`config.mk`:
```
export PLATFORM = sky130hd
export DESIGN_NAME = i2c_xact_seq
export DESIGN_NICKNAME = d
export VERILOG_FILES = /design/src/rtl/i2c_seq_pkg.sv /design/src/rtl/i2c_seq_ctrl.sv /design/src/rtl/i2c_seq_line.sv /design/src/rtl/i2c_seq_stat.sv /design/src/rtl/i2c_xact_seq.sv
export SDC_FILE = /design/constraint.sdc
export NUM_CORES = 1
export LEC_CHECK = 0
export BUFFER_PORTS_ARGS = -buffer_cell sky130_fd_sc_hd__buf_4
export CORE_MARGIN = 1.5
export CORE_UTILIZATION = 56
export DETAILED_ROUTE_END_ITERATION = 8
export GPL_ROUTABILITY_DRIVEN = 0
export PLACE_DENSITY = 0.8
export SLEW_MARGIN = 25
export SYNTH_ARGS = -nofsm -noshare
export SYNTH_HDL_FRONTEND = slang
export SYNTH_SLANG_ARGS = --single-unit
```
`constraint.sdc`:
```
create_clock -name clk -period 2.78 [get_ports clk]
set_input_delay 0.278 -clock clk [delete_from_list [all_inputs] [get_ports clk]]
set_output_delay 0.278 -clock clk [all_outputs]
set_load 0.02 [all_outputs]
```
`src/rtl/i2c_seq_pkg.sv`:
```
package i2c_seq_pkg;
    typedef enum logic [2:0] {
        ST_IDLE,
        ST_START,
        ST_BIT,
        ST_RSTART,
        ST_STOP
    } seq_st_e;

    typedef enum logic [1:0] {
        BK_ADDR,
        BK_WR,
        BK_RD
    } byte_kind_e;

    localparam int STAT_W      = 3;
    localparam int STAT_DONE   = 0;
    localparam int STAT_ACKERR = 1;
    localparam int STAT_HSNACK = 2;
endpackage

```
`src/rtl/i2c_seq_ctrl.sv`:
```
module i2c_seq_ctrl
    import i2c_seq_pkg::*;
#(
    parameter int ADDR_W = 7,
    parameter int DATA_W = 8,
    parameter int LEN_W  = 8,
    parameter int CNT_W  = 2
) (
    input  logic              clk,
    input  logic              rst_n,
    input  logic              tick,
    input  logic              go,
    input  logic              rd_sel,
    input  logic [ADDR_W-1:0] tgt_addr,
    input  logic [LEN_W-1:0]  len_pri,
    input  logic [LEN_W-1:0]  len_aux,
    input  logic [CNT_W-1:0]  xact_cnt,
    input  logic              dir_chg_en,
    input  logic [DATA_W-1:0] tx_data,
    input  logic              sda_in,
    output logic              tx_pop,
    output logic              rx_valid,
    output logic [DATA_W-1:0] rx_data,
    output logic              busy,
    output logic              set_done,
    output logic              set_err,
    output seq_st_e           st,
    output logic [1:0]        ph,
    output logic              in_ack,
    output byte_kind_e        kind,
    output logic              bit_out,
    output logic              rd_ack
);
    localparam int BIT_W = $clog2(DATA_W + 1);
    localparam logic [BIT_W-1:0] ACK_SLOT = BIT_W'(DATA_W);

    typedef struct packed {
        seq_st_e           st;
        logic [1:0]        ph;
        logic [BIT_W-1:0]  bidx;
        byte_kind_e        kind;
        logic [DATA_W-1:0] sh;
        logic [LEN_W-1:0]  cnt;
        logic [LEN_W-1:0]  lp;
        logic [LEN_W-1:0]  la;
        logic [ADDR_W-1:0] addr;
        logic              combo;
        logic              rdp;
        logic              nack;
        logic              err;
    } ctrl_t;

    ctrl_t q, d;
    logic  combo_in, lens_ok, last;

    always_comb begin
        d        = q;
        tx_pop   = 1'b0;
        rx_valid = 1'b0;
        set_done = 1'b0;
        set_err  = 1'b0;
        combo_in = (xact_cnt == CNT_W'(2)) && dir_chg_en;
        lens_ok  = (len_pri != '0) && (!combo_in || (len_aux != '0));
        last     = (q.cnt == LEN_W'(1));
        if (q.st == ST_IDLE) begin
            if (go && lens_ok) begin
                d.st    = ST_START;
                d.ph    = 2'd0;
                d.addr  = tgt_addr;
                d.lp    = len_pri;
                d.la    = len_aux;
                d.combo = combo_in;
                d.rdp   = combo_in ? 1'b0 : rd_sel;
                d.nack  = 1'b0;
                d.err   = 1'b0;
            end
        end else if (tick) begin
            d.ph = q.ph + 2'd1;
            // sample point: end of the SCL high half
            if (q.st == ST_BIT && q.ph == 2'd2) begin
                if (q.bidx != ACK_SLOT && q.kind == BK_RD)
                    d.sh = {q.sh[DATA_W-2:0], sda_in};
                if (q.bidx == ACK_SLOT)
                    d.nack = sda_in;
            end
            if (q.ph == 2'd3) begin
                case (q.st)
                    ST_START, ST_RSTART: begin
                        d.st   = ST_BIT;
                        d.bidx = '0;
                        d.kind = BK_ADDR;
                        d.sh   = DATA_W'({q.addr, q.rdp});
                    end
                    ST_BIT: begin
                        if (q.bidx != ACK_SLOT) begin
                            d.bidx = q.bidx + BIT_W'(1);
                            if (q.kind != BK_RD) d.sh = q.sh << 1;
                        end else begin
                            d.bidx = '0;
                            if (q.kind != BK_RD && q.nack) begin
                                d.err = 1'b1;
                                d.st  = ST_STOP;
                            end else begin
                                case (q.kind)
                                    BK_ADDR: begin
                                        if (q.rdp) begin
                                            d.kind = BK_RD;
                                            d.cnt  = q.combo ? q.la : q.lp;
                                        end else begin
                                            d.kind = BK_WR;
                                            d.cnt  = q.lp;
                                            d.sh   = tx_data;
                                            tx_pop = 1'b1;
                                        end
                                    end
                                    BK_WR: begin
                                        if (last) begin
                                            if (q.combo) begin
                                                d.st  = ST_RSTART;
                                                d.rdp = 1'b1;
                                            end else begin
                                                d.st = ST_STOP;
                                            end
                                        end else begin
                                            d.cnt  = q.cnt - LEN_W'(1);
                                            d.sh   = tx_data;
                                            tx_pop = 1'b1;
                                        end
                                    end
                                    default: begin
                                        rx_valid = 1'b1;
                                        if (last) d.st = ST_STOP;
                                        else      d.cnt = q.cnt - LEN_W'(1);
                                    end
                                endcase
                            end
                        end
                    end
                    ST_STOP: begin
                        d.st     = ST_IDLE;
                        set_done = !q.err;
                        set_err  = q.err;
                    end
                    default: d.st = ST_IDLE;
                endcase
            end
        end
    end

    always_ff @(posedge clk or negedge rst_n) begin
        if (!rst_n) begin
            q      <= '0;
            q.st   <= ST_IDLE;
            q.kind <= BK_ADDR;
        end else begin
            q <= d;
        end
    end

    assign rx_data = q.sh;
    assign busy    = (q.st != ST_IDLE);
    assign st      = q.st;
    assign ph      = q.ph;
    assign in_ack  = (q.bidx == ACK_SLOT);
    assign kind    = q.kind;
    assign bit_out = q.sh[DATA_W-1];
    assign rd_ack  = !last;
endmodule

```
`src/rtl/i2c_seq_line.sv`:
```
module i2c_seq_line
    import i2c_seq_pkg::*;
(
    input  seq_st_e    st,
    input  logic [1:0] ph,
    input  logic       in_ack,
    input  byte_kind_e kind,
    input  logic       bit_out,
    input  logic       rd_ack,
    output logic       scl_oe,
    output logic       sda_oe
);
    always_comb begin
        scl_oe = 1'b0;
        sda_oe = 1'b0;
        case (st)
            ST_START: begin
                sda_oe = (ph != 2'd0);
                scl_oe = (ph == 2'd3);
            end
            ST_BIT: begin
                scl_oe = (ph == 2'd0) || (ph == 2'd3);
                if (in_ack) sda_oe = (kind == BK_RD) ? rd_ack : 1'b0;
                else        sda_oe = (kind == BK_RD) ? 1'b0 : !bit_out;
            end
            ST_RSTART: begin
                scl_oe = (ph == 2'd0) || (ph == 2'd3);
                sda_oe = ph[1];
            end
            ST_STOP: begin
                scl_oe = (ph == 2'd0);
                sda_oe = (ph[1] == 1'b0);
            end
            default: ;
        endcase
    end
endmodule

```
`src/rtl/i2c_seq_stat.sv`:
```
module i2c_seq_stat
    import i2c_seq_pkg::*;
(
    input  logic              clk,
    input  logic              rst_n,
    input  logic              set_done,
    input  logic              set_err,
    input  logic [STAT_W-1:0] stat_clr,
    input  logic [STAT_W-1:0] irq_en,
    output logic [STAT_W-1:0] status,
    output logic [1:0]        res_code,
    output logic              irq
);
    logic [STAT_W-1:0] stat_q, stat_d, set_vec;

    always_comb begin
        set_vec              = '0;
        set_vec[STAT_DONE]   = set_done;
        set_vec[STAT_ACKERR] = set_err;
        stat_d               = (stat_q & ~stat_clr) | set_vec;
    end

    always_ff @(posedge clk or negedge rst_n) begin
        if (!rst_n) stat_q <= '0;
        else        stat_q <= stat_d;
    end

    always_comb begin
        if      (stat_q[STAT_HSNACK]) res_code = 2'd3;
        else if (stat_q[STAT_ACKERR]) res_code = 2'd2;
        else if (stat_q[STAT_DONE])   res_code = 2'd1;
        else                          res_code = 2'd0;
    end

    assign status = stat_q;
    assign irq    = |(stat_q & irq_en);
endmodule

```
`src/rtl/i2c_xact_seq.sv`:
```
module i2c_xact_seq
    import i2c_seq_pkg::*;
#(
    parameter int ADDR_W = 7,
    parameter int DATA_W = 8,
    parameter int LEN_W  = 8,
    parameter int CNT_W  = 2
) (
    input  logic              clk,
    input  logic              rst_n,
    input  logic              tick,
    input  logic              go,
    input  logic              rd_sel,
    input  logic [ADDR_W-1:0] tgt_addr,
    input  logic [LEN_W-1:0]  len_pri,
    input  logic [LEN_W-1:0]  len_aux,
    input  logic [CNT_W-1:0]  xact_cnt,
    input  logic              dir_chg_en,
    input  logic [STAT_W-1:0] irq_en,
    input  logic [STAT_W-1:0] stat_clr,
    input  logic [DATA_W-1:0] tx_data,
    output logic              tx_pop,
    output logic [DATA_W-1:0] rx_data,
    output logic              rx_valid,
    input  logic              sda_in,
    output logic              scl_oe,
    output logic              sda_oe,
    output logic              busy,
    output logic [STAT_W-1:0] status,
    output logic [1:0]        res_code,
    output logic              irq
);
    seq_st_e    st;
    byte_kind_e kind;
    logic [1:0] ph;
    logic       in_ack, bit_out, rd_ack, set_done, set_err;

    i2c_seq_ctrl #(
        .ADDR_W(ADDR_W), .DATA_W(DATA_W), .LEN_W(LEN_W), .CNT_W(CNT_W)
    ) u_ctrl (
        .clk(clk), .rst_n(rst_n), .tick(tick), .go(go), .rd_sel(rd_sel),
        .tgt_addr(tgt_addr), .len_pri(len_pri), .len_aux(len_aux),
        .xact_cnt(xact_cnt), .dir_chg_en(dir_chg_en), .tx_data(tx_data),
        .sda_in(sda_in), .tx_pop(tx_pop), .rx_valid(rx_valid),
        .rx_data(rx_data), .busy(busy), .set_done(set_done),
        .set_err(set_err), .st(st), .ph(ph), .in_ack(in_ack),
        .kind(kind), .bit_out(bit_out), .rd_ack(rd_ack)
    );

    i2c_seq_line u_line (
        .st(st), .ph(ph), .in_ack(in_ack), .kind(kind),
        .bit_out(bit_out), .rd_ack(rd_ack),
        .scl_oe(scl_oe), .sda_oe(sda_oe)
    );

    i2c_seq_stat u_stat (
        .clk(clk), .rst_n(rst_n), .set_done(set_done), .set_err(set_err),
        .stat_clr(stat_clr), .irq_en(irq_en), .status(status),
        .res_code(res_code), .irq(irq)
    );
endmodule

```
==> metrics.txt, run 1 <==
YS warnings=0; worst setup margin=0.2169 ns; Cell Chain, Critical Path=or3b_1, a2111oi_4, nor4b_1, buf_4; Post-DP HPWL=6408 um; CP max stage cell=dfrtp_1; failing checks=negative hold slack; max incr delay on CP=0.54 ns; DIE HEIGHT=81.83 um; Total GRT Usage=27.71%; Max Transition Viols Final=0; vias=3185; Max Freq=0.3902 GHz; IO buf count=64; Worst Path Arrival=2.29 ns; fin crit period=2.563 ns; DR WL met2=3929 um; Initial Util=58.42%; first-pass GRT wire length=14190 um; clock sink count=57; register area share after synthesis=40.99%; Yosys reg bits=57; die width=81.83 um; most common cell after layout, fill and taps aside=buf_4; cts repair resizes=0; clock insertion delay at the later pin of the skew report=0.35 ns; ys async rst share=100.0%; CTS tree=done; Pre-Repair DR Iteration Count=5; area of the core=5956 sq um; ANT nets after route=0; Remaining Overflow, GRT=0; fin crit share=92.20%; Post-CTS Setup Bufs=0; outcome=finished, violations left; setup TNS=0 ns; ratio of cells with drive above 1 in the final layout=29.00%; post-DR wirelength/cell=17.08 um; final wirelength=8640 um; DRC Markers=0; die area=6695 sq um; Total Nets Final=479; worst hold path class=in2async; Top Layer Used=met4; Hold WS=-0.01515 ns; worst-margin pin slew=0.7076 ns; Setup WS pre-CTS=0.5292 ns; R2R Setup Slk=0.49 ns; hold_buf cts=0; main flop type after synthesis=dfrtp_1; row count=28; Clk pin slew, worst setup/hold paths=0.07 ns; Finish-stage setup viols=0; data required time of the worst path=2.50 ns; skew final=0.007895 ns; vias in the first global route=2873; placed cell area=3955 sq um; Distinct cells, synth=61; Slew HR=52.22%; Synth Instances=373; Lkg Pwr=1.814 nW; most frequent cells in the layout=buf_4 (67), dfrtp_1 (57), nand2_1 (36), a21oi_1 (24), mux2_2 (24); Post-Layout Inst Area=4128 sq um; syn_area_per_cell=9.329 sq um; EDFF count, synth=0; initial antenna violation count=0; Worst setup SP type=flip-flop; Setup Crit Path Kind=reg2out; RSZ-0062 raised after global routing=no; VDD IR-drop max=0.4319 mV; Num CTS Buffers=9; CTS Buffer Depth=2; ant diodes=0; synthesized cell area=3480 sq um; Iteration-0 DRC Markers=335; CTS root buf=clkbuf_8; max-cap violation count=0; PwrDens=812.8 nW/um^2; worst-path maximum fanout=15; syn_nets=426; CTS H-tree lvls=3; met1 WL=3928 um; Area Overhead vs Synth=18.63%; routed vias/inst=6.294; largest net degree at the start of global routing=58; CP Capture Type=output port; final hold vios=17; Ports=65; DR WL met3=671 um
## kinds of logic (layout without fill, tap and decap cells)
group,after synthesis,in the layout,synth area share [%]
AOI/OAI and AO/OA,112,112,22.19
adders and majority gates,7,7,2.517
buffers and inverters,48,106,6.544
DFF,57,57,40.99
muxes,30,30,9.493
and+or+nand+nor,119,119,18.27
## critical path: cells and delay by family, from the launching register on
kind                   cells  cell delay, ns
flip-flops                 1            0.54
AO/OA/AOI/OAI              1            0.42
AND/OR/NAND/NOR            2            0.78
buffers and inverters      1            0.20
## registers in the layout, summed over array words and instances (netlist names)
| register | count |
|---|---|
| u_ctrl.rx_data | 8 |
| u_ctrl.q | 39 |
| u_ctrl.kind | 2 |
| u_stat.status | 3 |
| u_ctrl.st | 3 |
| u_ctrl.ph | 2 |
## stage by stage
stage / utilization (%) / power, mW / instances
CTS: 69.26 / 3.343 / 506
finish: 69.31 / 3.355 / 506
global placement: 66.41 / 2.618 / 490
detailed placement: 66.41 / 2.666 / 490
floorplan: - / 2.276 / 373
global route: 69.31 / 3.566 / 506
## worst paths after layout
check / depth (start not counted) / startpoint / endpoint
worst min-delay path: 1 / rst_n / u_ctrl.q[4]
worst max register to register: 8 / u_ctrl.st[0] / u_ctrl.st[2]
max in group asynchronous: 1 / rst_n / u_ctrl.q[18]
worst max-delay path: 4 / u_ctrl.st[2] / tx_pop
worst min register to register: 1 / u_ctrl.q[22] / u_ctrl.q[22]
min in group clk: 2 / stat_clr[2] / u_stat.status[2]
## Yosys cell counts, types with 4 or more instances
cell type,count,area [sq um]
nand3_1,19,95.09
and3_1,4,25.02
o22ai_1,12,75.07
nand2_1,36,135.1
clkbuf_1,6,22.52
nor2_1,17,63.81
a222oi_1,5,50.05
o21a_1,5,37.54
a21oi_1,24,120.1
nor3_1,7,35.03
inv_1,21,78.83
buf_4,9,67.56
ha_1,7,87.58
o31ai_1,9,67.56
o21ai_0,15,75.07
buf_2,11,55.05
mux2i_1,6,60.06
mux2_2,24,270.3
a31oi_1,9,56.30
nor4_1,6,37.54
dfrtp_1,57,1426
o21ai_1,5,25.02
## metal layers
| metal | vias up | global-route usage [%] |
|---|---|---|
| li1 | 1506 | - |
| met5 | - | 0 |
| met2 | 156 | 40.90 |
| met1 | 1507 | 40.69 |
| met4 | 0 | 7.458 |
| met3 | 16 | 6.222 |
## power breakdown
part	total (mW)	internal, mW	switching (mW)
Combinational	1.29	0.637	0.657
Sequential	1.38	1.09	0.288
Clock	0.683	0.320	0.363
Total	3.35	2.05	1.31
## layout make-up
cell class,instances,area [sq um]
Timing Repair Buffer,68,523.0
Clock inverter,7,46.29
Fill cell,492,1828
Clock buffer,9,123.9
Inverter,22,82.58
Multi-Input combinational cell,268,1832
Tap cell,75,93.84
Sequential cell,57,1426
(Power assumes the default switching activity.)
==> inputs of run 2 (changes only) <==
--- a/config.mk
+++ b/config.mk
@@ -5,13 +5,12 @@
 export SDC_FILE = /design/constraint.sdc
 export NUM_CORES = 1
 export LEC_CHECK = 0
-export BUFFER_PORTS_ARGS = -buffer_cell sky130_fd_sc_hd__buf_4
+export BUFFER_PORTS_ARGS = -buffer_cell sky130_fd_sc_hd__buf_2
 export CORE_MARGIN = 1.5
 export CORE_UTILIZATION = 56
 export DETAILED_ROUTE_END_ITERATION = 8
 export GPL_ROUTABILITY_DRIVEN = 0
 export PLACE_DENSITY = 0.8
-export SLEW_MARGIN = 25
 export SYNTH_ARGS = -nofsm -noshare
 export SYNTH_HDL_FRONTEND = slang
 export SYNTH_SLANG_ARGS = --single-unit
==> run 2 against run 1 <==
Net effect: the run now ends clean; non-clock buffer count up 3; critical path depth rose by 4; design area down 3.1%; via count increased by 0.16%; sequential power about the same; wire length rose by 1.9%; first-iteration DRC count shrank 10%; clock-buffer cell count rose by 2; global-route usage is 0.42 points higher; worst setup slack worse by 0.056 ns; critical endpoint is now sda_oe.
==> metrics.txt, run 2 (same netlist as run 1, synthesis figures left out) <==
worst-path maximum fanout=8; DRC Markers=0; Finished Layout Cells=509; Post-CTS Setup Bufs=0; ANT nets after route=0; data required time of the worst path=2.50 ns; Num CTS Buffers=9; first-pass GRT wire length=14060 um; largest net degree at the start of global routing=58; fin crit period=2.619 ns; CTS root buf=clkbuf_8; die area=6695 sq um; hold_buf cts=0; routed vias/inst=6.267; clock power share=22.7%; VDD IR-drop max=0.4484 mV; skew final=0.007877 ns; max reg flops=39; Max Freq=0.3818 GHz; max-cap violation count=0; CTS H-tree lvls=3; row count=28; clock sink count=57; final hold vios=0; Hold WS=0.07465 ns; Post-DP HPWL=6535 um; IO buf count=64; worst-margin pin slew=0.9190 ns; Total GRT Usage=28.14%; Finish-stage setup viols=0; Worst Path Arrival=2.34 ns; Lkg Pwr=1.796 nW; GR Layer Usage met1=38.99%; worst hold path class=in2async; fin crit share=94.20%; Initial Util=58.42%; vias in the first global route=2934; M2 GR Usage=43.11%; die width=81.83 um; r2r startpoint=u_ctrl.st[0]; setup TNS=0 ns; outcome=completed; Remaining Overflow, GRT=0; DIE HEIGHT=81.83 um; start point of the critical path=u_ctrl.q[45]; Slew HR=38.72%; area of the core=5956 sq um; ratio of cells with drive above 1 in the final layout=29.03%; CTS tree=done; Iteration-0 DRC Markers=301; Worst setup SP type=flip-flop; clock insertion delay at the later pin of the skew report=0.34 ns; Psw=1.290 mW; vias=3190; most frequent cells in the layout=buf_2 (64), dfrtp_1 (57), nand2_1 (36), a21oi_1 (24), mux2_2 (24); R2R Setup Slk=0.34 ns; Total Nets Final=482; Sw Ratio=37.94%; Flop pwr share=39.7%; final wirelength=8801 um; met3 GRT Util=7.556%; Area Overhead vs Synth=14.99%; Ports=65; P_int=2.110 mW; Pre-Repair DR Iteration Count=5; Logic pwr share=37.6%; most common cell after layout, fill and taps aside=buf_2; Max Transition Viols Final=0; GR peak layer=met2; Clk pin slew, worst setup/hold paths=0.07 ns; Setup Crit Path Kind=reg2out; largest reg by FF count=u_ctrl.q; CTS Buffer Depth=2; PwrDens=849.7 nW/um^2; post-DR wirelength/cell=17.29 um; RSZ-0062 raised after global routing=no; placed cell area=3805 sq um; placed cells=493; Post-Layout Inst Area=4001 sq um; cts repair resizes=0; ant diodes=0; initial antenna violation count=0; CP Capture Type=output port
## run 2: worst paths after layout
kind,depth (start not counted),endpoint
worst max-delay path,8,sda_oe
worst min-delay path,2,u_ctrl.q[4]
worst max register to register,8,u_ctrl.st[0]
worst min register to register,1,u_ctrl.q[13]
max in group asynchronous,2,u_stat.status[2]
min in group clk,2,u_stat.status[2]
## run 2: layer usage
layer  wire [um]  vias up
li1            -     1506
met1        3906     1526
met2        4051      139
met3         700       19
met4         142        0
met5           0        -
## run 2: cell type report
class | instances | area (sq um)
Multi-Input combinational cell | 268 | 1829
Inverter | 22 | 82.58
Fill cell | 510 | 1954
Tap cell | 75 | 93.84
Timing Repair Buffer | 71 | 372.9
Clock inverter | 5 | 55.05
Clock buffer | 11 | 141.4
Sequential cell | 57 | 1426
## run 2: critical path: stages, from the launching register on
cell and delay (ns):
dfrtp_1 0.40, inv_1 0.10, ha_1 0.17, and3b_1 0.40, nor3_1 0.10, a311o_1 0.35
a31oi_1 0.18, o22ai_1 0.11, buf_2 0.19
## run 2: per-stage QoR
| stage | utilization [%] | total power, mW | worst slack [ns] |
|---|---|---|---|
| floorplan | - | 2.276 | 0.4808 |
| global placement | 63.89 | 2.552 | 0.4772 |
| detailed placement | 63.89 | 2.615 | 0.3998 |
| CTS | 67.18 | 3.389 | 0.1705 |
| global route | 67.18 | 3.598 | 0.02644 |
| finish | 67.18 | 3.400 | 0.1611 |
## run 2: power by group through the flow
| stage | clock, mW | combinational [mW] | sequential, mW |
|---|---|---|---|
| CTS | 0.781 | 1.27 | 1.33 |
| detailed placement | 0 | 1.26 | 1.35 |
| global placement | 0 | 1.22 | 1.33 |
| global route | 0.819 | 1.40 | 1.38 |
| finish | 0.772 | 1.28 | 1.35 |
| floorplan | 0 | 1.04 | 1.23 |
==> inputs of run 3 (changes only) <==
--- a/config.mk
+++ b/config.mk
@@ -7,10 +7,10 @@
 export LEC_CHECK = 0
 export BUFFER_PORTS_ARGS = -buffer_cell sky130_fd_sc_hd__buf_2
 export CORE_MARGIN = 1.5
-export CORE_UTILIZATION = 56
+export CORE_UTILIZATION = 30
 export DETAILED_ROUTE_END_ITERATION = 8
 export GPL_ROUTABILITY_DRIVEN = 0
-export PLACE_DENSITY = 0.8
+export GPL_TIMING_DRIVEN = 0
 export SYNTH_ARGS = -nofsm -noshare
 export SYNTH_HDL_FRONTEND = slang
 export SYNTH_SLANG_ARGS = --single-unit
==> run 3 against run 2 <==
Net effect: critical path depth fell by 2; clock power rose by 72%; global-route usage fell by 12 points; via count rose by 1.8%; total power rose by 18%; design area rose by 8.8%; highest routed layer unchanged; die area rose by 83%; sequential power barely moved; sequential cell count did not move.
==> metrics.txt, run 3 (same netlist as run 1, synthesis figures left out) <==
fin crit period=2.712 ns; most frequent cells in the layout=buf_2 (74), dfrtp_1 (57), nand2_1 (36), a21oi_1 (24), mux2_2 (24); DRC Markers=0; Iteration-0 DRC Markers=252; IO buf count=64; Setup WS pre-CTS=0.2921 ns; area of the core=11370 sq um; Area Overhead vs Synth=25.10%; PwrDens=925.6 nW/um^2; final hold vios=0; fin crit share=97.57%; outcome=completed; Num CTS Buffers=9; placed cell area=3979 sq um; max reg flops=39; Total Nets Final=501; most common cell after layout, fill and taps aside=buf_2; largest reg by FF count=u_ctrl.q; R2R Setup Slk=0.61 ns; Worst Path Arrival=2.43 ns; utilization after layout=38.29%; worst setup margin=0.06757 ns; Worst setup SP type=flip-flop; vias=3246; VDD IR-drop max=0.3054 mV; Post-Layout Inst Area=4353 sq um; Finished Layout Cells=596; clock insertion delay at the later pin of the skew report=0.33 ns; r2r worst-path depth=8; Post-DP HPWL=7105 um; skew final=0.007923 ns; Clk pin slew, worst setup/hold paths=0.06 ns; max-cap violation count=0; Slew HR=50.30%; die area=12250 sq um; Lkg Pwr=1.940 nW; setup TNS=0 ns; Finish-stage setup viols=0; worst hold path class=in2async; largest net degree at the start of global routing=58; ratio of cells with drive above 1 in the final layout=31.13%; data required time of the worst path=2.50 ns; Setup Crit Path Kind=reg2out; RSZ-0062 raised after global routing=no; final wirelength=9698 um; first-pass GRT wire length=15890 um; CTS tree=done; ant diodes=0; Max Freq=0.3687 GHz; post-DR wirelength/cell=16.27 um; Hold WS=0.003556 ns; routed vias/inst=5.446; CTS H-tree lvls=3; Initial Util=30.60%; worst-margin pin slew=0.7455 ns; worst-path maximum fanout=7; vias in the first global route=3215; row count=39; Pwr Total=4.029 mW; ANT nets after route=0; CTS root buf=clkbuf_16; Ports=65; Max Transition Viols Final=0; initial antenna violation count=0; CP Capture Type=output port; Pre-Repair DR Iteration Count=5; Remaining Overflow, GRT=0; Total GRT Usage=16.20%; clock sink count=57; DIE HEIGHT=110.7 um; placed cells=580; die width=110.7 um; CTS Buffer Depth=2
[run 3: metal layers]
metal	track usage [%]	routed length, um	part of all wire (%)	up-vias
li1	-	-	-	1546
met1	21.51	4532	47	1594
met2	25.10	4444	46	88
met3	4.319	516	5.3	18
met4	6.581	204	2.1	0
met5	0	0	0	-
[run 3: where the power goes]
part | switching [mW] | total (mW) | internal [mW]
combinational | 0.750 | 1.38 | 0.630
clock | 0.386 | 1.33 | 0.948
sequential | 0.222 | 1.32 | 1.09
total | 1.36 | 4.03 | 2.67
[run 3: worst paths after layout]
kind,to,from
setup / recovery,tx_pop,u_ctrl.q[45]
hold / removal,u_stat.status[1],rst_n
setup reg to reg,u_ctrl.rx_data[2],u_ctrl.q[45]
hold reg to reg,u_stat.status[0],u_ctrl.q[0]
max in group asynchronous,u_ctrl.q[10],rst_n
min in group clk,u_stat.status[2],stat_clr[2]
[run 3: layout make-up]
type,count,area (sq um)
fillers,1166,7017
multi-input cells,268,1833
flip-flops and latches,57,1426
repair buffers,64,322.8
clock buffers,12,266.5
well taps,143,178.9
plain buffers,26,145.1
clock inverters,4,97.59
inverters,22,82.58
[run 3: what timing repair did]
action / in CTS / in global routing
gates resized for setup: 1 / 2
hold buffers: 0 / 0
setup endpoints to repair: 1 / 2
pin swaps: 0 / 0
buffers inserted: 0 / 0
[run 3: worst max-delay path: stages, from the launching register on]
cell	delay, ns
dfrtp_1	0.39
inv_1	0.09
ha_1	0.16
nand3b_1	0.34
a2111oi_4	0.45
nor4b_1	0.42
buf_2	0.25
